`config.mk`:
```
export PLATFORM = sky130hd
export DESIGN_NAME = irq_wrap_timer
export DESIGN_NICKNAME = d
export VERILOG_FILES = /design/src/rtl/irq_wrap_pkg.sv /design/src/rtl/irq_edge_sync.sv /design/src/rtl/irq_tick_select.sv /design/src/rtl/irq_wrap_timer.sv
export SDC_FILE = /design/constraint.sdc
export NUM_CORES = 1
export LEC_CHECK = 0
export ABC_AREA = 1
export BUFFER_PORTS_ARGS = -buffer_cell sky130_fd_sc_hd__buf_2
export CORE_MARGIN = 2
export CORE_UTILIZATION = 60
export CTS_BUF_LIST = sky130_fd_sc_hd__clkbuf_4
export DETAILED_ROUTE_END_ITERATION = 6
export PLACE_DENSITY = 0.82
export SLEW_MARGIN = 0
export SYNTH_ARGS = -nofsm -noshare
export SYNTH_HDL_FRONTEND = slang
export SYNTH_SLANG_ARGS = --single-unit
```
`constraint.sdc`:
```
create_clock -name clk -period 2.3 [get_ports clk]
set_input_delay 0.345 -clock clk [delete_from_list [all_inputs] [get_ports clk]]
set_output_delay 0.345 -clock clk [all_outputs]
set_load 0.05 [all_outputs]
```
`src/rtl/irq_wrap_pkg.sv`:
```
package irq_wrap_pkg;
    localparam int CNT_W  = 15;
    localparam int BYTE_W = 8;

    typedef enum logic [1:0] {
        SEL_NONE = 2'd0,
        SEL_STOP = 2'd1,
        SEL_LO   = 2'd2,
        SEL_HI   = 2'd3
    } wr_sel_e;

    typedef struct packed {
        logic [CNT_W-1:0] count;
        logic             run;
        logic             irq;
    } timer_state_t;
endpackage

```
`src/rtl/irq_edge_sync.sv`:
```
module irq_edge_sync #(
    parameter int STAGES = 2
) (
    input  logic clk,
    input  logic rst_n,
    input  logic raw_i,
    output logic rise_o
);
    logic [STAGES-1:0] sh_d, sh_q;
    logic              prev_d, prev_q;

    generate
        if (STAGES == 1) begin : g_one
            always_comb sh_d = raw_i;
        end else begin : g_many
            always_comb sh_d = {sh_q[STAGES-2:0], raw_i};
        end
    endgenerate

    always_comb prev_d = sh_q[STAGES-1];

    always_ff @(posedge clk) begin
        if (!rst_n) begin
            sh_q   <= '0;
            prev_q <= 1'b0;
        end else begin
            sh_q   <= sh_d;
            prev_q <= prev_d;
        end
    end

    assign rise_o = sh_q[STAGES-1] & ~prev_q;
endmodule

```
`src/rtl/irq_tick_select.sv`:
```
module irq_tick_select #(
    parameter int N_SRC = 2
) (
    input  logic [N_SRC-1:0]         rise_i,
    input  logic [$clog2(N_SRC)-1:0] sel_i,
    output logic                     tick_o
);
    always_comb begin
        tick_o = 1'b0;
        for (int i = 0; i < N_SRC; i++) begin
            if (sel_i == i[$clog2(N_SRC)-1:0]) tick_o = rise_i[i];
        end
    end
endmodule

```
`src/rtl/irq_wrap_timer.sv`:
```
module irq_wrap_timer
    import irq_wrap_pkg::*;
#(
    parameter int SYNC_STAGES = 2
) (
    input  logic       clk,
    input  logic       rst_n,
    input  logic       wr_en,
    input  logic [1:0] wr_sel,
    input  logic [7:0] wr_data,
    input  logic       src_sel,
    input  logic       m2,
    input  logic       ppu_a12,
    output logic       irq
);
    localparam int N_SRC = 2;
    localparam int HI_W  = CNT_W - BYTE_W;
    localparam logic [CNT_W-1:0] CNT_MAX = '1;

    logic [N_SRC-1:0] raw_lines;
    logic [N_SRC-1:0] rises;
    logic             tick;
    timer_state_t     st_d, st_q;

    assign raw_lines = {ppu_a12, m2};

    generate
        for (genvar g = 0; g < N_SRC; g++) begin : g_src
            irq_edge_sync #(.STAGES(SYNC_STAGES)) u_sync (
                .clk   (clk),
                .rst_n (rst_n),
                .raw_i (raw_lines[g]),
                .rise_o(rises[g])
            );
        end
    endgenerate

    irq_tick_select #(.N_SRC(N_SRC)) u_sel (
        .rise_i(rises),
        .sel_i (src_sel),
        .tick_o(tick)
    );

    always_comb begin
        st_d = st_q;
        if (wr_en) begin
            case (wr_sel_e'(wr_sel))
                SEL_STOP: begin
                    st_d.irq = 1'b0;
                    st_d.run = 1'b0;
                end
                SEL_LO: begin
                    st_d.count[BYTE_W-1:0] = wr_data;
                    st_d.irq               = 1'b0;
                end
                SEL_HI: begin
                    st_d.count[CNT_W-1:BYTE_W] = wr_data[HI_W-1:0];
                    st_d.irq                   = 1'b0;
                    st_d.run                   = 1'b1;
                end
                default: ;
            endcase
        end else if (tick && st_q.run) begin
            if (st_q.count == CNT_MAX) begin
                st_d.count = '0;
                st_d.irq   = 1'b1;
                st_d.run   = 1'b0;
            end else begin
                st_d.count = st_q.count + 1'b1;
            end
        end
    end

    always_ff @(posedge clk) begin
        if (!rst_n) st_q <= '0;
        else        st_q <= st_d;
    end

    assign irq = st_q.irq;
endmodule

```
==> results of run 1 <==
==> worst max-delay path, cell delays in order, from the launching register on <==
cell	delay (ns)
dfxtp_1	0.41
ha_1	0.22
nand3_2	0.16
inv_2	0.09
nand2_2	0.10
nor2_4	0.14
nor2_4	0.07
a21oi_1	0.17
nor2_1	0.05
==> final cells by class <==
| cell class | count | area, µm² |
|---|---|---|
| inverters | 35 | 134 |
| multi-input cells | 147 | 776 |
| flip-flops and latches | 23 | 460 |
| clock buffers | 3 | 22.5 |
| clock inverters | 1 | 7.51 |
| fillers | 203 | 697 |
| repair buffers | 16 | 80.1 |
| well taps | 28 | 35.0 |
==> Yosys cell counts <==
master / n
nand2_2: 3
nor2_1: 23
o21bai_2: 1
ha_1: 1
nand4_1: 3
nand2_1: 50
o21ai_1: 7
buf_2: 1
xnor2_1: 2
nor3_1: 2
dfxtp_1: 23
buf_8: 1
inv_1: 30
a21oi_1: 12
a21oi_2: 3
nand4_4: 1
buf_6: 1
nor3_2: 1
o21ai_0: 11
nand3_2: 2
nand2_4: 2
clkbuf_1: 2
inv_2: 4
inv_4: 1
xor2_1: 4
nand3_1: 14
o211ai_2: 1
nor2_4: 4
==> per-stage QoR <==
stage	power [mW]	std cells	util [%]
after floorplan	0.529	210	-
after global placement	0.556	249	67.1
after detailed placement	0.560	249	67.1
after CTS	0.756	253	68.5
after global routing	0.787	253	68.5
final	0.750	253	68.5
==> state kept, by name, summed over array words and instances (netlist names) <==
| register | flops |
|---|---|
| g_src.u_sync.prev_q | 2 |
| g_src.u_sync.sh_q | 4 |
| irq | 1 |
| st_q | 16 |
==> worst paths after layout <==
path / cells after the start / startpoint / to / slack, ns
setup / recovery: 8 / st_q[2]$_SDFFE_PN0P_ / st_q[3]$_SDFFE_PN0P_ / 0.80
hold / removal: 3 / m2 / g_src[0].u_sync.sh_q[0]$_SDFF_PN0_ / 0.20
setup reg to reg: 8 / st_q[2]$_SDFFE_PN0P_ / st_q[3]$_SDFFE_PN0P_ / 0.80
hold reg to reg: 2 / g_src[0].u_sync.sh_q[0]$_SDFF_PN0_ / g_src[0].u_sync.sh_q[1]$_SDFF_PN0_ / 0.43
==> kinds of logic after synthesis <==
logic type / synth area share, %
flops: 32.7
buf+inv: 12.3
xor+xnor: 3.73
compound gates: 14.2
fa+ha+maj: 0.888
simple gates: 36.2
==> layer usage <==
metal	part of all wire [%]	vias to the layer above	global-route usage, %
met5	0	-	0
li1	-	697	-
met1	41	612	32.1
met4	0.89	0	8.97
met2	50	54	44.2
met3	8.4	5	4.57
==> power by group through the flow <==
stage	registers [mW]	clock network [mW]	logic (mW)
after CTS	0.438	0.204	0.114
after detailed placement	0.447	0	0.113
after global routing	0.441	0.215	0.131
after floorplan	0.445	0	0.0834
final	0.439	0.197	0.114
after global placement	0.446	0	0.110
==> flow_metrics.env, run 1 <==
export IMPL_dpl_cell_area_um2=1490
export IMPL_synth_top_area_share_pct=32.7
export IMPL_synth_area_um2=1410
export IMPL_crit_path_end_kind="register"
export IMPL_clk_latency_ns=0.32
export IMPL_wirelength_um=3030
export IMPL_hold_ws_ns=0.203
export IMPL_synth_warnings=0
export IMPL_hpwlAfterDp_um=2320
export IMPL_syn_to_final_growth_pct=7.55
export IMPL_switchingPower_mw=0.223
export IMPL_portBuffers=16
export IMPL_syn_inst=210
export IMPL_power_frac_comb_pct=15.2
export IMPL_die_y_um=52.5
export IMPL_p_int_mw=0.528
export IMPL_cts_root_buf="clkbuf_4"
export IMPL_drc=0
export IMPL_required_ns=2.53
export IMPL_cts_setup_buffers=0
export IMPL_ios=17
export IMPL_arrival_ns=1.73
export IMPL_htree_levels=1
export IMPL_core_region_area_um2=2210
export IMPL_antenna_cells=0
export IMPL_p_sw_share_pct=29.7
export IMPL_fmax_mhz=665
export IMPL_layout_min_cycle_time_ns=1.50
export IMPL_yosysSeqAreaShare_pct=32.7
export IMPL_rsz0062_at_grt="false"
export IMPL_worstMarginPinSlew_ns=0.368
export IMPL_grt_max_degree=23
export IMPL_seqPwrFrac_pct=58.5
export IMPL_finalHoldViolCount=0
export IMPL_report_final_slew_viol_count=0
export IMPL_cts_sinks=23
export IMPL_status="completed"
export IMPL_globalplace_congestion=0.907
export IMPL_fin_worst_skew_ns=0.00582
export IMPL_relSlewSlack_pct=75.5
export IMPL_cts_tree="yes"
export IMPL_hold_class="in2reg"
export IMPL_layout_commonest_cell="nand2_1"
export IMPL_clkTransAtPathRegs_ns=0.14
export IMPL_vias_per_cell=5.41
export IMPL_final_cell_area_um2=1520
export IMPL_criticalPathCategory="reg2reg"
export IMPL_period_share_pct=65.4
export IMPL_overflow=0
export IMPL_cts_resized=0
export IMPL_die_area_um2=2750
export IMPL_detail_route_iter0_violations=47
export IMPL_cp_max_fo=7
export IMPL_yosys_top_cells_area="dfxtp_1, nand2_1, inv_1"
export IMPL_syn_avg_cell_area_um2=6.71
export IMPL_powerDensity_nw_per_um2=495
export IMPL_cap_violations=0
export IMPL_mostFrequentLayoutCells="nand2_1, inv_1, nor2_1, dfxtp_1, buf_2"
export IMPL_p_leak_nw=0.728
export IMPL_syn_num_nets=227
export IMPL_rows=17
export IMPL_wl_per_cell_um=12.0
export IMPL_pre_cts_slack_ns=0.817
export IMPL_grt_pass1_vias=1314
export IMPL_ctsLongestPathBuffers=2
export IMPL_dr_pass1_iters=4
export IMPL_die_x_um=52.5
export IMPL_grt_first_pass_wirelength_um=5310
export IMPL_worst_setup_path_start_kind="register"
export IMPL_fin_setup_tns_ns=0
export IMPL_ant_nets=0
export IMPL_holdBufCountCts=0
export IMPL_setup_viol=0
export IMPL_synth_largest_area_cell="dfxtp_1"
export IMPL_fin_nets=243
export IMPL_p_clk_share_pct=26.3
export IMPL_grt_total_usage_pct=25.8
export IMPL_layout_setup_ws_ns=0.795
export IMPL_synth_seq_cells=23
export IMPL_cts_made_buffers=3
export IMPL_route_vias_total=1368
export IMPL_synthDistinctLibCells=28
export IMPL_ir_drop_mv=0.547
export IMPL_initial_core_util_pct=63.7
export IMPL_drive_gt1_share_pct=19.1
export IMPL_antenna_found_initial=0
Power figures use the tool's default switching activity.
==> run 2, diff against run 1 <==
clock period = 1.5 ns   (was 2.3 ns; I/O delays follow)
==> flow_metrics.env, run 2 (synthesized netlist as in run 1, its figures left out) <==
export IMPL_status="completed"
export IMPL_routed_wl_met3_um=54
export IMPL_pre_cts_slack_ns=0.0532
export IMPL_p_clk_share_pct=26.0
export IMPL_syn_to_final_growth_pct=8.97
export IMPL_die_y_um=52.5
export IMPL_htree_levels=1
export IMPL_ant_nets=0
export IMPL_report_final_slew_viol_count=0
export IMPL_layout_setup_ws_ns=0.117
export IMPL_die_x_um=52.5
export IMPL_overflow=0
export IMPL_nFillCells=199
export IMPL_portBuffers=16
export IMPL_setup_viol=0
export IMPL_core_region_area_um2=2210
export IMPL_cts_tree="yes"
export IMPL_worstMarginPinSlew_ns=0.364
export IMPL_reg2reg_from="st_q[2]$_SDFFE_PN0P_"
export IMPL_top_layer_used="met4"
export IMPL_wirelength_um=2980
export IMPL_die_area_um2=2750
export IMPL_min_from="ppu_a12"
export IMPL_powerDensity_nw_per_um2=750
export IMPL_cts_made_buffers=3
export IMPL_fin_worst_skew_ns=0.00810
export IMPL_hold_class="in2reg"
export IMPL_cp_max_fo=7
export IMPL_rsz0062_at_grt="false"
export IMPL_arrival_ns=1.63
export IMPL_grt_max_degree=23
export IMPL_regMostFlops="st_q"
export IMPL_holdBufCountCts=0
export IMPL_clk_latency_ns=0.31
export IMPL_seqPwrFrac_pct=58.7
export IMPL_grt_total_usage_pct=23.3
export IMPL_startpoint="st_q[2]$_SDFFE_PN0P_"
export IMPL_layout_commonest_cell="nand2_1"
export IMPL_clkTransAtPathRegs_ns=0.14
export IMPL_drive_gt1_share_pct=20.8
export IMPL_met2_wirelength_um=1450
export IMPL_ctsLongestPathBuffers=2
export IMPL_grt_pass1_vias=1220
export IMPL_criticalPathCategory="reg2reg"
export IMPL_finalHoldViolCount=0
export IMPL_ios=17
export IMPL_p_leak_nw=0.732
export IMPL_cap_violations=0
export IMPL_route_vias_total=1339
export IMPL_mostFrequentLayoutCells="nand2_1, inv_1, nor2_1"
export IMPL_period_share_pct=92.2
export IMPL_grt_first_pass_wirelength_um=4900
export IMPL_relSlewSlack_pct=75.7
export IMPL_top_regs="st_q: 16 flops, g_src.u_sync.sh_q: 4 flops, g_src.u_sync.prev_q: 2 flops"
export IMPL_hpwlAfterDp_um=2300
export IMPL_globalplace_congestion=0.913
export IMPL_antenna_found_initial=0
export IMPL_largest_register_ffs=16
export IMPL_p_sw_share_pct=29.5
export IMPL_r2r_slack_ns=0.12
export IMPL_cts_root_buf="clkbuf_4"
export IMPL_power_frac_comb_pct=15.3
export IMPL_initial_core_util_pct=63.7
export IMPL_wl_met1_um=1440
export IMPL_worst_setup_path_start_kind="register"
export IMPL_layout_min_cycle_time_ns=1.38
export IMPL_rows=17
export IMPL_cts_setup_buffers=0
export IMPL_ir_drop_mv=0.591
export IMPL_p_int_mw=0.811
export IMPL_switchingPower_mw=0.340
export IMPL_required_ns=1.75
export IMPL_antenna_cells=0
export IMPL_fin_nets=244
export IMPL_fmax_mhz=723
export IMPL_drc=0
export IMPL_dr_pass1_iters=4
export IMPL_crit_path_end_kind="register"
export IMPL_detail_route_iter0_violations=50
export IMPL_fin_setup_tns_ns=0
export IMPL_cts_sinks=23
export IMPL_wl_per_cell_um=11.7
export IMPL_vias_per_cell=5.27
run 2: cell count changes in the layout (fill, tap and decap cells not counted), sizes merged:
cell  delta
buf      +1
run 2: power by group through the flow:
stage | combinational [mW] | sequential [mW] | clock (mW)
2_1_floorplan | 0.128 | 0.683 | 0
3_3_place_gp | 0.170 | 0.685 | 0
3_5_place_dp | 0.174 | 0.687 | 0
4_1_cts | 0.175 | 0.673 | 0.306
5_1_grt | 0.199 | 0.678 | 0.328
6_report | 0.176 | 0.676 | 0.299
run 2: worst max-delay path, cell delays in order (launching register included):
cell	delay, ns
dfxtp_2	0.37
ha_2	0.21
nand3_4	0.12
inv_2	0.04
nand2_2	0.10
nor2_4	0.06
nor2_4	0.18
nand3_1	0.09
a21oi_1	0.15
run 2: repair_timing:
item	CTS	global route
endpoints found under the hold margin	0	0
setup endpoints to repair	0	14
gates resized for setup	0	4
run 2: worst paths after layout:
check | endpoint | depth (start not counted)
setup / recovery | st_q[11]$_SDFFE_PN0P_ | 8
hold / removal | g_src[1].u_sync.sh_q[0]$_SDFF_PN0_ | 3
setup reg to reg | st_q[11]$_SDFFE_PN0P_ | 8
hold reg to reg | g_src[0].u_sync.prev_q$_SDFF_PN0_ | 2
run 2: cell type report:
cell class | instances | area (µm²) | area share (%)
clock buffer | 3 | 22.5 | 1.47
clock inverter | 1 | 7.51 | 0.489
inverter | 35 | 134 | 8.72
multi-input combinational | 147 | 786 | 51.2
sequential | 23 | 463 | 30.2
tap | 28 | 35.0 | 2.28
timing repair buffer | 17 | 87.6 | 5.70
run 2: stage by stage:
stage	utilization [%]	cells	cell area, µm²	hold WS [ns]	power (mW)
6_report	69.4	254	1540	0.0824	1.15
5_1_grt	69.4	254	1540	0.0915	1.21
4_1_cts	68.8	254	1520	0.0797	1.15
3_5_place_dp	67.5	250	1490	0.414	0.861
3_3_place_gp	67.5	250	1490	0.399	0.855
2_1_floorplan	-	210	1410	0.323	0.811
run 2: layer usage:
| metal | up-vias | track usage, % |
|---|---|---|
| li1 | 693 | - |
| met1 | 623 | 28.8 |
| met5 | - | 0 |
| met4 | 0 | 7.26 |
| met2 | 19 | 41.5 |
| met3 | 4 | 3.14 |
==> run 3, diff against run 2 <==
clock period = 1.51 ns   (was 1.5 ns; I/O delays follow)
==> flow_metrics.env, run 3 (synthesized netlist as in run 1, its figures left out) <==
export IMPL_status="completed"
export IMPL_ctsLongestPathBuffers=2
export IMPL_crit_path_end_kind="register"
export IMPL_antenna_found_initial=0
export IMPL_cts_sinks=23
export IMPL_top_layer_used="met4"
export IMPL_globalplace_congestion=0.913
export IMPL_criticalPathCategory="reg2reg"
export IMPL_portBuffers=16
export IMPL_overflow=0
export IMPL_cp_max_fo=7
export IMPL_wirelength_um=2970
export IMPL_layout_setup_ws_ns=0.0935
export IMPL_relSlewSlack_pct=76.1
export IMPL_p_int_mw=0.806
export IMPL_drc=0
export IMPL_p_total_mw=1.14
export IMPL_hpwlAfterDp_um=2300
export IMPL_grt_pass1_vias=1220
export IMPL_fin_setup_tns_ns=0
export IMPL_powerDensity_nw_per_um2=744
export IMPL_met2_wirelength_um=1440
export IMPL_ir_drop_mv=0.584
export IMPL_vias_per_cell=5.31
export IMPL_htree_levels=1
export IMPL_nFillCells=202
export IMPL_p_leak_nw=0.734
export IMPL_antenna_cells=0
export IMPL_syn_to_final_growth_pct=8.79
export IMPL_pre_cts_slack_ns=0.0632
export IMPL_routed_wl_met3_um=78
export IMPL_top_regs="st_q: 16 flops, g_src.u_sync.sh_q: 4 flops, g_src.u_sync.prev_q: 2 flops"
export IMPL_arrival_ns=1.66
export IMPL_die_y_um=52.5
export IMPL_cts_tree="yes"
export IMPL_cts_root_buf="clkbuf_4"
export IMPL_wl_per_cell_um=11.7
export IMPL_report_final_slew_viol_count=0
export IMPL_grt_first_pass_wirelength_um=4900
export IMPL_p_sw_share_pct=29.3
export IMPL_cts_made_buffers=3
export IMPL_initial_core_util_pct=63.7
export IMPL_detail_route_iter0_violations=51
export IMPL_seqPwrFrac_pct=58.9
export IMPL_clkTransAtPathRegs_ns=0.14
export IMPL_layout_min_cycle_time_ns=1.42
export IMPL_required_ns=1.76
export IMPL_core_region_area_um2=2210
export IMPL_ios=17
export IMPL_grt_total_usage_pct=23.3
export IMPL_die_x_um=52.5
export IMPL_fin_nets=244
export IMPL_clk_latency_ns=0.31
export IMPL_die_area_um2=2750
export IMPL_rsz0062_at_grt="false"
export IMPL_grt_max_degree=23
export IMPL_route_vias_total=1350
export IMPL_fin_worst_skew_ns=0.00550
export IMPL_holdBufCountCts=0
export IMPL_mostFrequentLayoutCells="nand2_1, inv_1, nor2_1"
export IMPL_switchingPower_mw=0.334
export IMPL_power_frac_comb_pct=15.3
export IMPL_p_clk_share_pct=25.8
export IMPL_ant_nets=0
export IMPL_finalHoldViolCount=0
export IMPL_rows=17
export IMPL_cap_violations=0
export IMPL_wl_met1_um=1420
export IMPL_largest_register_ffs=16
export IMPL_layout_commonest_cell="nand2_1"
export IMPL_regMostFlops="st_q"
export IMPL_drive_gt1_share_pct=20.4
export IMPL_dr_pass1_iters=4
export IMPL_setup_viol=0
export IMPL_worst_setup_path_start_kind="register"
export IMPL_worstMarginPinSlew_ns=0.358
export IMPL_fmax_mhz=706
export IMPL_period_share_pct=93.8
export IMPL_hold_class="in2reg"
-- run 3: cell count changes in the layout (fill, tap and decap cells not counted) --
cell  change
ha_1      +1
ha_2      -1
-- run 3: worst max-delay path, cell delays in order, from the launching register on --
cell and delay, ns:
dfxtp_2 0.37, ha_1 0.25, nand3_4 0.14, inv_2 0.04, nand2_2 0.11, nor2_4 0.06
nor2_4 0.15, nand3_1 0.09, a21oi_1 0.15
-- run 3: power by group through the flow --
stage          registers [mW]  clock network, mW  logic [mW]
2_1_floorplan           0.679                  0       0.127
3_3_place_gp            0.680                  0       0.169
3_5_place_dp            0.682                  0       0.173
4_1_cts                 0.669              0.304       0.174
5_1_grt                 0.674              0.326       0.198
6_report                0.671              0.294       0.175
-- run 3: stage by stage --
step	area, µm²	instances	hold WS, ns	util [%]
finish	1530	254	0.0873	69.3
global route	1530	254	0.0930	69.3
CTS	1520	254	0.0812	68.8
detailed placement	1490	250	0.415	67.5
global placement	1490	250	0.399	67.5
floorplan	1410	210	0.324	-
-- run 3: worst paths after layout --
kind                                                            to                                from  slack (ns)  cells after the start
worst max-delay path                         st_q[11]$_SDFFE_PN0P_                st_q[2]$_SDFFE_PN0P_        0.09                      8
worst min-delay path            g_src[1].u_sync.sh_q[0]$_SDFF_PN0_                             ppu_a12        0.09                      3
worst max register to register               st_q[11]$_SDFFE_PN0P_                st_q[2]$_SDFFE_PN0P_        0.09                      8
worst min register to register   g_src[0].u_sync.prev_q$_SDFF_PN0_  g_src[0].u_sync.sh_q[1]$_SDFF_PN0_        0.43                      2
-- run 3: cell type report --
type / count / area (µm²) / area share [%]
sequential: 23 / 463 / 30.2
multi-input combinational: 147 / 783 / 51.1
inverter: 35 / 134 / 8.73
timing repair buffer: 17 / 87.6 / 5.71
clock inverter: 1 / 7.51 / 0.490
clock buffer: 3 / 22.5 / 1.47
tap: 28 / 35.0 / 2.29
-- run 3: routing by layer --
layer  GRT usage [%]  vias up
met5               0        -
met1            28.8      628
li1                -      694
met4            7.26        0
met2            41.5       24
met3            3.14        4
-- run 3: timing repair --
action / CTS / global route
gates resized for setup: 0 / 3
setup buffers: 0 / 0
endpoints found under the setup margin: 0 / 12
